## config.mk

```make
export PLATFORM = sky130hd
export DESIGN_NAME = dma_csr_bank
export DESIGN_NICKNAME = d
export VERILOG_FILES = /design/src/rtl/dma_csr_pkg.sv /design/src/rtl/dma_csr_decode.sv /design/src/rtl/dma_csr_regs.sv /design/src/rtl/dma_csr_bank.sv
export SDC_FILE = /design/constraint.sdc
export NUM_CORES = 1
export LEC_CHECK = 0
export ABC_CLOCK_PERIOD_IN_PS = 4100
export BUFFER_PORTS_ARGS = -buffer_cell sky130_fd_sc_hd__buf_4
export CAP_MARGIN = 20
export CORE_AREA = 10 10 278 280
export DETAILED_ROUTE_END_ITERATION = 12
export DIE_AREA = 0 0 288 290
export MAX_ROUTING_LAYER = met4
export SETUP_SLACK_MARGIN = 0.2
export SYNTH_ARGS = -nofsm -noshare
export SYNTH_HDL_FRONTEND = slang
export SYNTH_SLANG_ARGS = --single-unit
```

## constraint.sdc

```tcl
create_clock -name clk -period 4.1 [get_ports clk]
set_input_delay 0.41 -clock clk [delete_from_list [all_inputs] [get_ports clk]]
set_output_delay 0.41 -clock clk [all_outputs]
set_load 0.02 [all_outputs]
```

## src/rtl/dma_csr_pkg.sv

```systemverilog
package dma_csr_pkg;
  localparam int CH_IDX_W = 3;
  localparam logic [31:0] CONST_A      = 32'h7FE3_58D1;
  localparam logic [31:0] CONST_B      = 32'h00FF_FFF7;
  localparam logic [31:0] CTRL_KEEP    = 32'h7177_0607;
  localparam logic [31:0] ORDER_KEEP   = 32'h5100_0000;
  localparam logic [31:0] ORDER_FORCE1 = 32'h0000_0002;

  typedef enum logic [2:0] {
    SEL_BASE, SEL_BLOCK, SEL_CTRL, SEL_PRIO, SEL_IRQ, SEL_KA, SEL_KB
  } regSel_t;

  // strobes passed from the decoder to the register datapath
  typedef struct packed {
    regSel_t               sel;
    logic [CH_IDX_W-1:0]   chan;
    logic                  wrStb;
    logic [1:0]            lane;
    logic [3:0]            laneMask;
    logic [31:0]           laneData;
    logic [31:0]           rdMask;
  } csrStrobe_t;
endpackage

```

## src/rtl/dma_csr_decode.sv

```systemverilog
module dma_csr_decode
  import dma_csr_pkg::*;
#(
  parameter int ADDR_W = 7
) (
  input  logic [ADDR_W-1:0] accAddr,
  input  logic [1:0]        accSize,
  input  logic              accWr,
  input  logic [31:0]       accWdata,
  output csrStrobe_t        stb
);
  localparam int SLOT_LSB = 4;
  localparam logic [CH_IDX_W-1:0] SHARED_SLOT = '1;

  logic       wordAcc;
  logic [4:0] shAmt;
  logic [3:0] subMask;
  logic [31:0] subRdMask;

  always_comb begin
    wordAcc      = accSize[1];
    stb.wrStb    = accWr;
    stb.chan     = accAddr[SLOT_LSB +: CH_IDX_W];
    stb.lane     = wordAcc ? 2'd0 : accAddr[1:0];
    shAmt        = {stb.lane, 3'b000};
    stb.laneData = accWdata << shAmt;

    if (wordAcc) begin
      subMask   = 4'b1111;
      subRdMask = 32'hFFFF_FFFF;
    end else if (accSize[0]) begin
      subMask   = 4'b0011 << accAddr[1:0];
      subRdMask = 32'h0000_FFFF;
    end else begin
      subMask   = 4'b0001 << accAddr[1:0];
      subRdMask = 32'h0000_00FF;
    end
    stb.laneMask = subMask;

    if (stb.chan == SHARED_SLOT) begin
      case (accAddr[3:2])
        2'd0:    stb.sel = SEL_PRIO;
        2'd1:    stb.sel = SEL_IRQ;
        2'd2:    stb.sel = SEL_KA;
        default: stb.sel = SEL_KB;
      endcase
    end else begin
      case (accAddr[3:2])
        2'd0:    stb.sel = SEL_BASE;
        2'd1:    stb.sel = SEL_BLOCK;
        default: stb.sel = SEL_CTRL;
      endcase
    end
    stb.rdMask = (stb.sel == SEL_BLOCK) ? subRdMask : 32'hFFFF_FFFF;
  end
endmodule

```

## src/rtl/dma_csr_regs.sv

```systemverilog
module dma_csr_regs
  import dma_csr_pkg::*;
#(
  parameter int NUM_CH   = 7,
  parameter int BASE_W   = 24,
  parameter int ORDER_CH = 6
) (
  input  logic                     clk,
  input  logic                     rstN,
  input  csrStrobe_t               stb,
  input  logic [NUM_CH-1:0]        chanDone,
  output logic [31:0]              accRdata,
  output logic [NUM_CH-1:0]        chanRestart,
  output logic [NUM_CH*BASE_W-1:0] baseAddrFlat,
  output logic [NUM_CH*32-1:0]     blockCtrlFlat,
  output logic [NUM_CH*32-1:0]     chanCtrlFlat,
  output logic [NUM_CH*3-1:0]      chanPrio,
  output logic [NUM_CH-1:0]        chanMasterEn,
  output logic                     irqOut
);
  localparam int PRIO_W  = NUM_CH * 4;
  localparam int EN_LSB  = 16;
  localparam int FLG_LSB = 24;

  // per-channel registers
  for (genvar n = 0; n < NUM_CH; n++) begin : g_ch
    logic              hitCh;
    logic [BASE_W-1:0] baseQ;
    logic [31:0]       blkQ;
    logic [31:0]       ctlQ;
    logic              restartQ;

    assign hitCh = stb.wrStb && (stb.chan == CH_IDX_W'(n));

    always_ff @(posedge clk or negedge rstN) begin
      if (!rstN) begin
        baseQ    <= '0;
        blkQ     <= '0;
        ctlQ     <= '0;
        restartQ <= 1'b0;
      end else begin
        restartQ <= 1'b0;
        if (hitCh) begin
          case (stb.sel)
            SEL_BASE:  baseQ <= stb.laneData[BASE_W-1:0];
            SEL_BLOCK: begin
              for (int b = 0; b < 4; b++)
                if (stb.laneMask[b]) blkQ[b*8 +: 8] <= stb.laneData[b*8 +: 8];
            end
            SEL_CTRL: begin
              if (n == ORDER_CH) ctlQ <= (stb.laneData & ORDER_KEEP) | ORDER_FORCE1;
              else               ctlQ <= stb.laneData & CTRL_KEEP;
              restartQ <= 1'b1;
            end
            default: ;
          endcase
        end
      end
    end

    assign baseAddrFlat[n*BASE_W +: BASE_W] = baseQ;
    assign blockCtrlFlat[n*32 +: 32]        = blkQ;
    assign chanCtrlFlat[n*32 +: 32]         = ctlQ;
    assign chanRestart[n]                   = restartQ;
  end

  // shared priority word
  logic [PRIO_W-1:0] prioQ;
  always_ff @(posedge clk or negedge rstN) begin
    if (!rstN) prioQ <= '0;
    else if (stb.wrStb && stb.sel == SEL_PRIO) prioQ <= stb.laneData[PRIO_W-1:0];
  end
  for (genvar n = 0; n < NUM_CH; n++) begin : g_prio
    assign chanPrio[n*3 +: 3] = prioQ[n*4 +: 3];
    assign chanMasterEn[n]    = prioQ[n*4 + 3];
  end

  // interrupt word
  logic [5:0]        scratchQ;
  logic              forceQ, menQ, masterQ, masterFlag, wrIrq;
  logic [NUM_CH-1:0] enQ, flagQ, clrVec, setVec;

  assign wrIrq  = stb.wrStb && (stb.sel == SEL_IRQ);
  assign clrVec = wrIrq ? stb.laneData[FLG_LSB +: NUM_CH] : '0;
  assign setVec = chanDone & enQ;

  always_ff @(posedge clk or negedge rstN) begin
    if (!rstN) begin
      scratchQ <= '0;
      forceQ   <= 1'b0;
      menQ     <= 1'b0;
      enQ      <= '0;
      flagQ    <= '0;
      masterQ  <= 1'b0;
    end else begin
      flagQ   <= (flagQ & ~clrVec) | setVec;
      masterQ <= masterFlag;
      if (wrIrq) begin
        scratchQ <= stb.laneData[5:0];
        forceQ   <= stb.laneData[15];
        enQ      <= stb.laneData[EN_LSB +: NUM_CH];
        menQ     <= stb.laneData[EN_LSB + NUM_CH];
      end
    end
  end

  assign masterFlag = forceQ | (menQ & |(enQ & flagQ));
  assign irqOut     = masterFlag & ~masterQ;

  // read path
  logic [CH_IDX_W-1:0] chanIdx;
  logic [31:0]         rdWord;
  assign chanIdx = (stb.chan < CH_IDX_W'(NUM_CH)) ? stb.chan : '0;

  always_comb begin
    rdWord = '0;
    case (stb.sel)
      SEL_BASE:  rdWord[BASE_W-1:0] = baseAddrFlat[chanIdx*BASE_W +: BASE_W];
      SEL_BLOCK: rdWord = blockCtrlFlat[chanIdx*32 +: 32];
      SEL_CTRL:  rdWord = chanCtrlFlat[chanIdx*32 +: 32];
      SEL_PRIO:  rdWord[PRIO_W-1:0] = prioQ;
      SEL_IRQ: begin
        rdWord[5:0]                = scratchQ;
        rdWord[EN_LSB +: NUM_CH]   = enQ;
        rdWord[EN_LSB + NUM_CH]    = menQ;
        rdWord[FLG_LSB +: NUM_CH]  = flagQ;
        rdWord[31]                 = masterFlag;
      end
      SEL_KA:    rdWord = CONST_A;
      default:   rdWord = CONST_B;
    endcase
    accRdata = (rdWord >> {stb.lane, 3'b000}) & stb.rdMask;
  end

  // assertions
  AST_FLAG_NEEDS_ENABLE: assert property (@(posedge clk) disable iff (!rstN)
    ((flagQ & ~$past(flagQ)) & ~$past(chanDone & enQ)) == '0);
  AST_W1C_CLEARS: assert property (@(posedge clk) disable iff (!rstN)
    wrIrq |=> (flagQ & $past(clrVec & ~setVec)) == '0);
  AST_RESTART_ONEHOT: assert property (@(posedge clk) disable iff (!rstN)
    $onehot0(chanRestart));
  AST_RESTART_FOLLOWS: assert property (@(posedge clk) disable iff (!rstN)
    (stb.wrStb && stb.sel == SEL_CTRL) |=> chanRestart != '0);
  AST_ORDER_DEC_SET: assert property (@(posedge clk) disable iff (!rstN)
    (stb.wrStb && stb.sel == SEL_CTRL && stb.chan == CH_IDX_W'(ORDER_CH))
      |=> chanCtrlFlat[ORDER_CH*32 + 1]);
  AST_IRQ_SINGLE: assert property (@(posedge clk) disable iff (!rstN)
    irqOut |=> !irqOut);
  AST_CONST_NO_WRITE: assert property (@(posedge clk) disable iff (!rstN)
    (stb.wrStb && (stb.sel == SEL_KA || stb.sel == SEL_KB))
      |=> $stable(prioQ) && $stable({enQ, menQ, scratchQ, forceQ}));
endmodule

```

## src/rtl/dma_csr_bank.sv

```systemverilog
module dma_csr_bank
  import dma_csr_pkg::*;
#(
  parameter int NUM_CH   = 7,
  parameter int ADDR_W   = 7,
  parameter int BASE_W   = 24,
  parameter int ORDER_CH = 6
) (
  input  logic                     clk,
  input  logic                     rstN,
  input  logic [ADDR_W-1:0]        accAddr,
  input  logic [1:0]               accSize,
  input  logic                     accWr,
  input  logic [31:0]              accWdata,
  output logic [31:0]              accRdata,
  input  logic [NUM_CH-1:0]        chanDone,
  output logic [NUM_CH-1:0]        chanRestart,
  output logic [NUM_CH*BASE_W-1:0] baseAddrFlat,
  output logic [NUM_CH*32-1:0]     blockCtrlFlat,
  output logic [NUM_CH*32-1:0]     chanCtrlFlat,
  output logic [NUM_CH*3-1:0]      chanPrio,
  output logic [NUM_CH-1:0]        chanMasterEn,
  output logic                     irqOut
);
  csrStrobe_t stb;

  dma_csr_decode #(.ADDR_W(ADDR_W)) u_decode (
    .accAddr (accAddr),
    .accSize (accSize),
    .accWr   (accWr),
    .accWdata(accWdata),
    .stb     (stb)
  );

  dma_csr_regs #(.NUM_CH(NUM_CH), .BASE_W(BASE_W), .ORDER_CH(ORDER_CH)) u_regs (
    .clk          (clk),
    .rstN         (rstN),
    .stb          (stb),
    .chanDone     (chanDone),
    .accRdata     (accRdata),
    .chanRestart  (chanRestart),
    .baseAddrFlat (baseAddrFlat),
    .blockCtrlFlat(blockCtrlFlat),
    .chanCtrlFlat (chanCtrlFlat),
    .chanPrio     (chanPrio),
    .chanMasterEn (chanMasterEn),
    .irqOut       (irqOut)
  );
endmodule

```

# == Word level (Yosys, flattened, before mapping) ==
# Index checks and enable logic that the tools add are counted.
# op_classes
n_mul,1
shift,7
bitwise,10
muxes,24
n_eq_ne,14
n_lt_le_gt_ge,1
reduce_logical,55
# ops
cell,count
224-bit by 9-bit indexed part select with 32-bit output,2
168-bit by 9-bit indexed part select with 24-bit output,1
3-bit AND reduction,28
32-bit two-way mux,2
10-bit case mux with 6 select lines,1
8-bit case mux with 6 select lines,1
6-bit case mux with 6 select lines,1
32-bit AND,1
32-bit by 5-bit left shift with 32-bit output,1
32-bit by 5-bit right shift with 32-bit output,1
2-bit AND reduction,14
7-bit AND,3
4-bit case mux with 5 select lines,1
"3-bit equality test, second input constant",6
16-bit two-way mux,1
4-bit case mux with 4 select lines,1
"3-bit by 2-bit equality test with 1-bit output, second input constant",4
1-bit logical AND,9
3-bit case mux with 3 select lines,1
1-bit two-way mux,8
4-bit two-way mux,2
7-bit two-way mux,1
7-bit NOT,1
7-bit bitwise OR,1
other kinds (16),20
# word_totals
out_inout_bits,684
elab_cells,168
reg_bits,544
inputBits,51

# == Longest topological paths before layout ==
# Gate-level depths: netlist of the first run.
# depth
depth_word,9
ltp_mapped,12
mapped_depth_nobuf,8

# == Cells and area by module ==
# A second synthesis of the first run with hierarchy kept.
# hier_totals
hier_cells,2437
area_unflattened_um2,29080.4
# by_module_without_submodules
module,seq_area_each_um2,area_each_um2,cells_each,n_inst
dma_csr_regs,13613.1,27960.6,2260,1
dma_csr_decode,0.0,1119.8,177,1

# == Least setup slack after synthesis of the first run ==
# No wires, ideal clock.
# synth_timing
kind,input port to output port
from,input port accAddr[2]
to,output port accRdata[2]
required_time_ns,3.690
cell_stages,11
slack_ns,1.066
n_path_buf,3
arrival_ns,2.624
path_cell_list,inv_1 > ha_1 > and2_1 > clkbuf_2 > a22o_1 > buf_4 > buf_2 > o2111ai_1 > o2111ai_1 > o31ai_1 > a222oi_1
# synth_via
elab_chain_len,7
elab_cells_between_ends,19
cone_classes,7 x eq/ne; 1 x shift; 8 x mux; 1 x bitwise; 2 x reduce/logical
# synth_lines
element,line,rtl
"start, declared",dma_csr_bank.sv:11,"input logic [ADDR_W-1:0] accAddr,"
"2-bit equality test, or another cell as far along",dma_csr_decode.sv:41,case (accAddr[3:2])
3-bit case mux with 3 select lines / 2-bit case mux with 2 select lines (equally long branches),"dma_csr_decode.sv:41, dma_csr_decode.sv:48",
3-bit two-way mux (*),dma_csr_decode.sv:40,if (stb.chan == SHARED_SLOT) begin
"3-bit equality test, or another cell as far along",dma_csr_regs.sv:117,case (stb.sel)
"6-bit case mux with 6 select lines, or another cell as far along",dma_csr_regs.sv:117,
32-bit by 5-bit right shift with 32-bit output,dma_csr_regs.sv:132,"accRdata = (rdWord >> {stb.lane, 3'b000}) & stb.rdMask;"
32-bit AND (*),dma_csr_regs.sv:132,
"end, declared",dma_csr_bank.sv:15,"output logic [31:0] accRdata,"
# Every way passes the cells marked *; elsewhere a longest branch is shown, timed or not.

# == Worst setup path after layout of the first run ==
# layout_timing
from,input port accAddr[6]
to,output port accRdata[1]
# layout_via
elab_chain_len,7
elab_cells_between_ends,21
cone_classes,1 x mul; 1 x order compare; 6 x eq/ne; 4 x shift; 7 x mux; 1 x bitwise; 1 x reduce/logical
# layout_lines
element,line,rtl
3-bit < comparator,dma_csr_regs.sv:113,assign chanIdx = (stb.chan < CH_IDX_W'(NUM_CH)) ? stb.chan : '0;
3-bit two-way mux,dma_csr_regs.sv:113,
3-bit by 2-bit multiplier with 5-bit output,dma_csr_regs.sv:118,SEL_BASE: rdWord[BASE_W-1:0] = baseAddrFlat[chanIdx*BASE_W +: BASE_W];
168-bit by 9-bit indexed part select with 24-bit output,dma_csr_regs.sv:118,
"6-bit case mux with 6 select lines, or another cell as far along",dma_csr_regs.sv:117,
32-bit by 5-bit right shift with 32-bit output,dma_csr_regs.sv:132,
32-bit AND (*),dma_csr_regs.sv:132,
# Marks and branches as above.

==> impl_metrics.env, run 1 <==
export IMPL_outcome="completed"
export IMPL_synthDominantCellAreaShare_pct=49.5
export IMPL_grt_pass1_vias=24200
export IMPL_synth_seq_cells=544
export IMPL_final_area_um2=35000
export IMPL_synthFlopType="dfrtp_1"
export IMPL_cts_tree="done"
export IMPL_synth_xor_area_share_pct=0
export IMPL_grt_usage_pct=31.7
export IMPL_drtIter0Drc=2713
export IMPL_instances_no_fill=4273
export IMPL_overflow=0
export IMPL_cts_sinks=544
export IMPL_place_hpwl_um=104000
export IMPL_ys_types=77
export IMPL_internal_power_mw=12.0
export IMPL_crit_path_max_fanout=22
export IMPL_routabilityCongestion=0.957
export IMPL_setup_viol=0
export IMPL_core_um2=71400
export IMPL_clk_latency_ns=0.65
export IMPL_rows=98
export IMPL_routed_wl_um=135000
export IMPL_cp_arrival_ns=3.55
export IMPL_syn_area_um2=27500
export IMPL_dieArea_um2=83500
export IMPL_switchingPower_mw=6.97
export IMPL_peakVddDrop_mv=0.330
export IMPL_clk_pin_slew_worst_paths_ns=0.06
export IMPL_reg2reg_depth=3
export IMPL_relSlewSlack_pct=31.5
export IMPL_synth_seq_area_share_pct=49.5
export IMPL_clkPwrFrac_pct=30.7
export IMPL_num_vias=24600
export IMPL_grt_start_max_net_pins=115
export IMPL_ant_nets=0
export IMPL_cts_max_level=2
export IMPL_synth_compound_area_share_pct=16.4
export IMPL_critical_path_reg2reg_endpoint="u_regs.masterQ"
export IMPL_r2r_setup_slack_ns=2.72
export IMPL_drt_pre_antenna_iters=6
export IMPL_worst_pin_slew_ns=1.02
export IMPL_pin_count=735
export IMPL_fmax_mhz=252
export IMPL_cts_buffer_depth=3
export IMPL_switching_share_pct=36.7
export IMPL_p_leak_nw=16.9
export IMPL_antenna_found_initial=12
export IMPL_synth_top_cell_by_area="dfrtp_1"
export IMPL_power_frac_seq_pct=38.7
export IMPL_end_kind="primary output"
export IMPL_min_from="chanDone[6]"
export IMPL_dieWidth_um=288
export IMPL_numCtsBuffers=59
export IMPL_min_period_ns=3.96
export IMPL_setup_tns_ns=0
export IMPL_max_cap_viol_count=0
export IMPL_start_util_pct=38.5
export IMPL_synthAdderAreaFrac_pct=0.182
export IMPL_power_density_nw_per_um2=543
export IMPL_period_share_pct=96.6
export IMPL_wl_per_cell_um=31.6
export IMPL_syn_inst=2697
export IMPL_drive_gt1_share_pct=34.4
export IMPL_syn_area_per_cell_um2=10.2
export IMPL_cp_startpoint="accAddr[6]"
export IMPL_grt_pass1_wl_um=188000
export IMPL_rsz0062_at_grt="false"
export IMPL_synthMuxAreaShare_pct=15.4
export IMPL_synth_warnings=0
export IMPL_placedInstanceArea_um2=32600
export IMPL_ys_async_sr_fraction_pct=100
export IMPL_synth_area_leaders="dfrtp_1 (50%), mux2_2 (10%), o21ai_0 (6.5%)"
export IMPL_fp_dieH_um=290
export IMPL_timing_rr_start="u_regs.enQ[3]"
export IMPL_worstSetupStartpointType="input port"
export IMPL_area_growth_pct=27.2
export IMPL_synth_edf_count=0
export IMPL_timing_hold_ws_ns=0.0352
export IMPL_yosys_area_share_simple_pct=10.4
export IMPL_crit_end="accRdata[1]"
export IMPL_cts_root_buf="clkbuf_16"
export IMPL_hp_class="input port to register"
export IMPL_finalClockSkew_ns=0.0262
export IMPL_drc=0
export IMPL_cp_required_ns=3.69
export IMPL_dp_cells=4143
export IMPL_vias_per_cell=5.75
export IMPL_drv_slew=0
export IMPL_synth_top_family_by_area="compound AO/OA/AOI/OAI gates"
export IMPL_finalHoldViolations=0
export IMPL_numPortBuffers=604
export IMPL_combPwrFrac_pct=30.6
export IMPL_fin_nets=3319
export IMPL_crit_type="input port to primary output"
==> layout make-up <==
class	count	area [um^2]
Timing Repair Buffer	724	5700
Tap cell	950	1190
Fill cell	6686	36400
Clock inverter	24	395
Inverter	18	67.6
Antenna cell	12	30.0
Clock buffer	84	1720
Multi-Input combinational cell	1917	12200
Sequential cell	544	13600
==> cell usage after synthesis, drive strengths merged (8+ instances only) <==
master  count
o21ai     362
a221o      11
o32ai       9
a22oi      31
nor2      129
inv        18
a211oi     17
a211o       8
clkbuf    105
a221oi     38
nand3      28
mux4       12
o22ai      78
nand2b     17
nand2     427
mux2i     107
a21oi      89
nor2b      21
o211ai     10
a22o        8
dfrtp     544
mux2      255
buf       242
nor3       15
==> critical path, stage by stage <==
cell and delay, ns:
buf_4 0.31, nand2b_1 0.53, buf_4 0.32, o32a_1 0.24
o2111ai_1 0.17, nand4_1 0.26, o21ai_1 0.16, a222oi_1 0.83
buf_4 0.29
==> metrics by stage <==
| step | util [%] | total power, mW | setup WS (ns) |
|---|---|---|---|
| finish | 49.0 | 19.0 | 0.137 |
| floorplan | - | 10.1 | 1.07 |
| CTS | 48.8 | 19.0 | 0.191 |
| global route | 49.0 | 19.7 | 0.203 |
| global placement | 45.7 | 13.1 | -0.0879 |
| detailed placement | 45.7 | 13.2 | -0.0934 |
==> routing by layer <==
layer | GRT usage [%] | wire, um | vias to the layer above
met3 | 8.83 | 12900 | 245
met1 | 37.4 | 51500 | 12500
met5 | - | 0 | -
met2 | 51.6 | 65300 | 1350
met4 | 10.6 | 5260 | 0
li1 | - | - | 10500
==> cells in the final DEF, fill, tap and decap left out, drive strengths merged, types with 11 or more instances in the layout <==
cell type	n
mux2i	107
a221o	11
clkbuf	84
nand2b	17
a211oi	17
inv	19
diode	12
nand2	427
dfrtp	544
mux4	12
a221oi	38
nor2	129
o21ai	362
buf	718
nor3	15
a21oi	89
o22ai	78
a22oi	31
nor2b	21
nand3	28
conb	130
mux2	255
==> sequential cells by signal, summed over array words and instances, names as in the netlist <==
name	count
u_regs.g_ch.blkQ	224
u_regs.menQ	1
u_regs.flagQ	7
u_regs.prioQ	28
u_regs.g_ch.restartQ	7
u_regs.masterQ	1
u_regs.g_ch.baseQ	168
u_regs.g_ch.ctlQ	94
u_regs.enQ	7
u_regs.forceQ	1
u_regs.scratchQ	6
==> logic make-up (layout without fill, tap and decap cells) <==
| kind of cell | Yosys count | count (layout) |
|---|---|---|
| adders and majority gates | 4 | 4 |
| muxes | 374 | 374 |
| and+or+nand+nor | 674 | 674 |
| AOI/OAI and AO/OA | 735 | 735 |
| DFF | 544 | 544 |
| other | 1 | 142 |
| buffers and inverters | 365 | 850 |
==> power groups by stage <==
stage | sequential (mW) | combinational (mW) | clock, mW
after global placement | 7.36 | 5.75 | 0
final | 7.35 | 5.82 | 5.82
after global routing | 7.43 | 6.14 | 6.11
after floorplan | 8.14 | 1.94 | 0
after detailed placement | 7.40 | 5.80 | 0
after CTS | 7.31 | 5.82 | 5.90
==> timing repair <==
action	in CTS	in global routing
hold buffers	6	0
hold endpoints to repair	109	0
setup endpoints to repair	2	1
setup buffers	1	0
gates resized for setup	7	4
pin swaps	2	1
==> worst min path at each step <==
stage | endpoint | depth (start not counted)
after floorplan | u_regs.enQ[0] | 0
after global placement | u_regs.scratchQ[0] | 2
after detailed placement | u_regs.scratchQ[0] | 2
after CTS | u_regs.flagQ[0] | 3
after global routing | u_regs.flagQ[6] | 3
final | u_regs.flagQ[6] | 3
(Power assumes the default switching activity.)
==> run 2, diff against run 1 <==
==> constraint.sdc (replaced) <==
create_clock -name clk -period 4.1 [get_ports clk]
set_input_delay 0 -clock clk [delete_from_list [all_inputs] [get_ports clk]]
set_output_delay 0 -clock clk [all_outputs]
set_load 0.02 [all_outputs]
==> run 2 against run 1 <==
Against the previous run:
- critical endpoint unchanged
- flip-flop and latch count is the same
- via count grew 0.30%
- critical path depth is the same
==> impl_metrics.env, run 2 (synthesis gave the netlist of run 1 again) <==
export IMPL_core_um2=71400
export IMPL_cts_sinks=544
export IMPL_power_density_nw_per_um2=543
export IMPL_crit_type="input port to primary output"
export IMPL_drive_gt1_share_pct=33.1
export IMPL_cts_buffer_depth=3
export IMPL_setup_tns_ns=0
export IMPL_grt_start_max_net_pins=114
export IMPL_dieArea_um2=83500
export IMPL_num_fill_cells=6720
export IMPL_min_period_ns=3.63
export IMPL_final_common_cell="buf_4"
export IMPL_power_mw=19.0
export IMPL_routed_wl_um=136000
export IMPL_worstSetupStartpointType="input port"
export IMPL_cts_repair_resized=0
export IMPL_drtIter0Drc=2595
export IMPL_drt_pre_antenna_iters=9
export IMPL_wl_per_cell_um=31.7
export IMPL_layout_common_cells="buf_4 (676), dfrtp_1 (544), nand2_1 (426)"
export IMPL_area_growth_pct=27.1
export IMPL_cp_required_ns=4.10
export IMPL_top_regs="u_regs.g_ch.blkQ (224), u_regs.g_ch.baseQ (168), u_regs.g_ch.ctlQ (94)"
export IMPL_end_kind="primary output"
export IMPL_top_register="u_regs.g_ch.blkQ"
export IMPL_outcome="completed"
export IMPL_routabilityCongestion=0.962
export IMPL_cp_arrival_ns=3.63
export IMPL_place_hpwl_um=104000
export IMPL_fp_dieH_um=290
export IMPL_timing_hold_ws_ns=0.0603
export IMPL_multiInputGateArea_um2=12200
export IMPL_overflow=0
export IMPL_numCtsBuffers=61
export IMPL_peakVddDrop_mv=0.437
export IMPL_clk_pin_slew_worst_paths_ns=0.06
export IMPL_crit_path_max_fanout=17
export IMPL_cts_root_buf="clkbuf_16"
export IMPL_dieWidth_um=288
export IMPL_largest_reg_flops=224
export IMPL_grt_pass1_wl_um=190000
export IMPL_fmax_mhz=275
export IMPL_grt_usage_pct=32.0
export IMPL_setup_viol=0
export IMPL_reg2reg_depth=2
export IMPL_relSlewSlack_pct=23.8
export IMPL_finalHoldViolations=0
export IMPL_drc=0
export IMPL_clk_latency_ns=0.65
export IMPL_rows=98
export IMPL_cts_max_level=2
export IMPL_seqCellArea_um2=13600
export IMPL_p_leak_nw=16.9
export IMPL_numPortBuffers=604
export IMPL_vias_per_cell=5.76
export IMPL_fin_nets=3327
export IMPL_grt_pass1_vias=24300
export IMPL_period_share_pct=88.6
export IMPL_finalClockSkew_ns=0.0211
export IMPL_start_util_pct=38.5
export IMPL_pin_count=735
export IMPL_cts_tree="done"
export IMPL_max_cap_viol_count=0
export IMPL_rsz0062_at_grt="false"
export IMPL_worst_pin_slew_ns=1.14
export IMPL_hp_class="input port to asynchronous set/reset pin"
export IMPL_num_vias=24700
export IMPL_utilization_pct=49.0
export IMPL_antenna_found_initial=14
export IMPL_ant_nets=0
export IMPL_drv_slew=0
[run 2: final timing paths]
check                                         from                      end  slack [ns]
worst max-delay path                    accAddr[2]              accRdata[1]        0.47
worst min-delay path                          rstN   u_regs.g_ch[5].blkQ[3]        0.06
worst max register to register       u_regs.enQ[1]          u_regs.flagQ[1]        2.73
worst min register to register  u_regs.scratchQ[1]       u_regs.scratchQ[1]        0.49
max in group asynchronous                     rstN  u_regs.g_ch[1].ctlQ[20]        2.81
min in group clk                      accWdata[22]  u_regs.g_ch[2].blkQ[22]        0.06
[run 2: per-layer routing]
| metal | up-vias | wire [um] | global-route usage, % | part of all wire (%) |
|---|---|---|---|---|
| met3 | 264 | 11700 | 6.93 | 8.6 |
| li1 | 10500 | - | - | - |
| met1 | 12500 | 53000 | 38.9 | 39 |
| met4 | 0 | 6010 | 12.6 | 4.4 |
| met5 | - | 0 | - | 0 |
| met2 | 1393 | 64900 | 51.3 | 48 |
[run 2: stage by stage]
stage	worst slack, ns	area [um^2]	std cells
finish	0.467	34900	4279
global route	0.281	34900	4279
CTS	0.495	34800	4265
detailed placement	0.509	32400	4116
global placement	0.595	32400	4116
floorplan	1.89	28000	2826
[run 2: what timing repair did]
item / CTS / global route
hold buffers: 40 / 0
endpoints found under the setup margin: 0 / 0
endpoints found under the hold margin: 319 / 0
setup buffers: 0 / 0
[run 2: worst max-delay path, stage by stage]
cell and delay (ns):
buf_4 0.14, inv_1 0.09, ha_1 0.58, nand4_1 0.20, o21bai_1 0.63, o211ai_1 0.36
and4_1 0.33, a222oi_1 0.99, buf_4 0.30
[run 2: power breakdown]
group	leakage, nW	switching, mW	internal (mW)
Clock	1.01	2.36	3.40
Sequential	7.14	1.05	6.31
Combinational	8.72	3.60	2.23
[run 2: cell type report]
type,count,share of cell area [%]
clock inverters,24,0.967
multi-input cells,1917,35.0
clock buffers,85,4.92
repair buffers,730,16.5
flip-flops and latches,544,39.0
well taps,950,3.40
inverters,18,0.193
diodes,11,0.0788
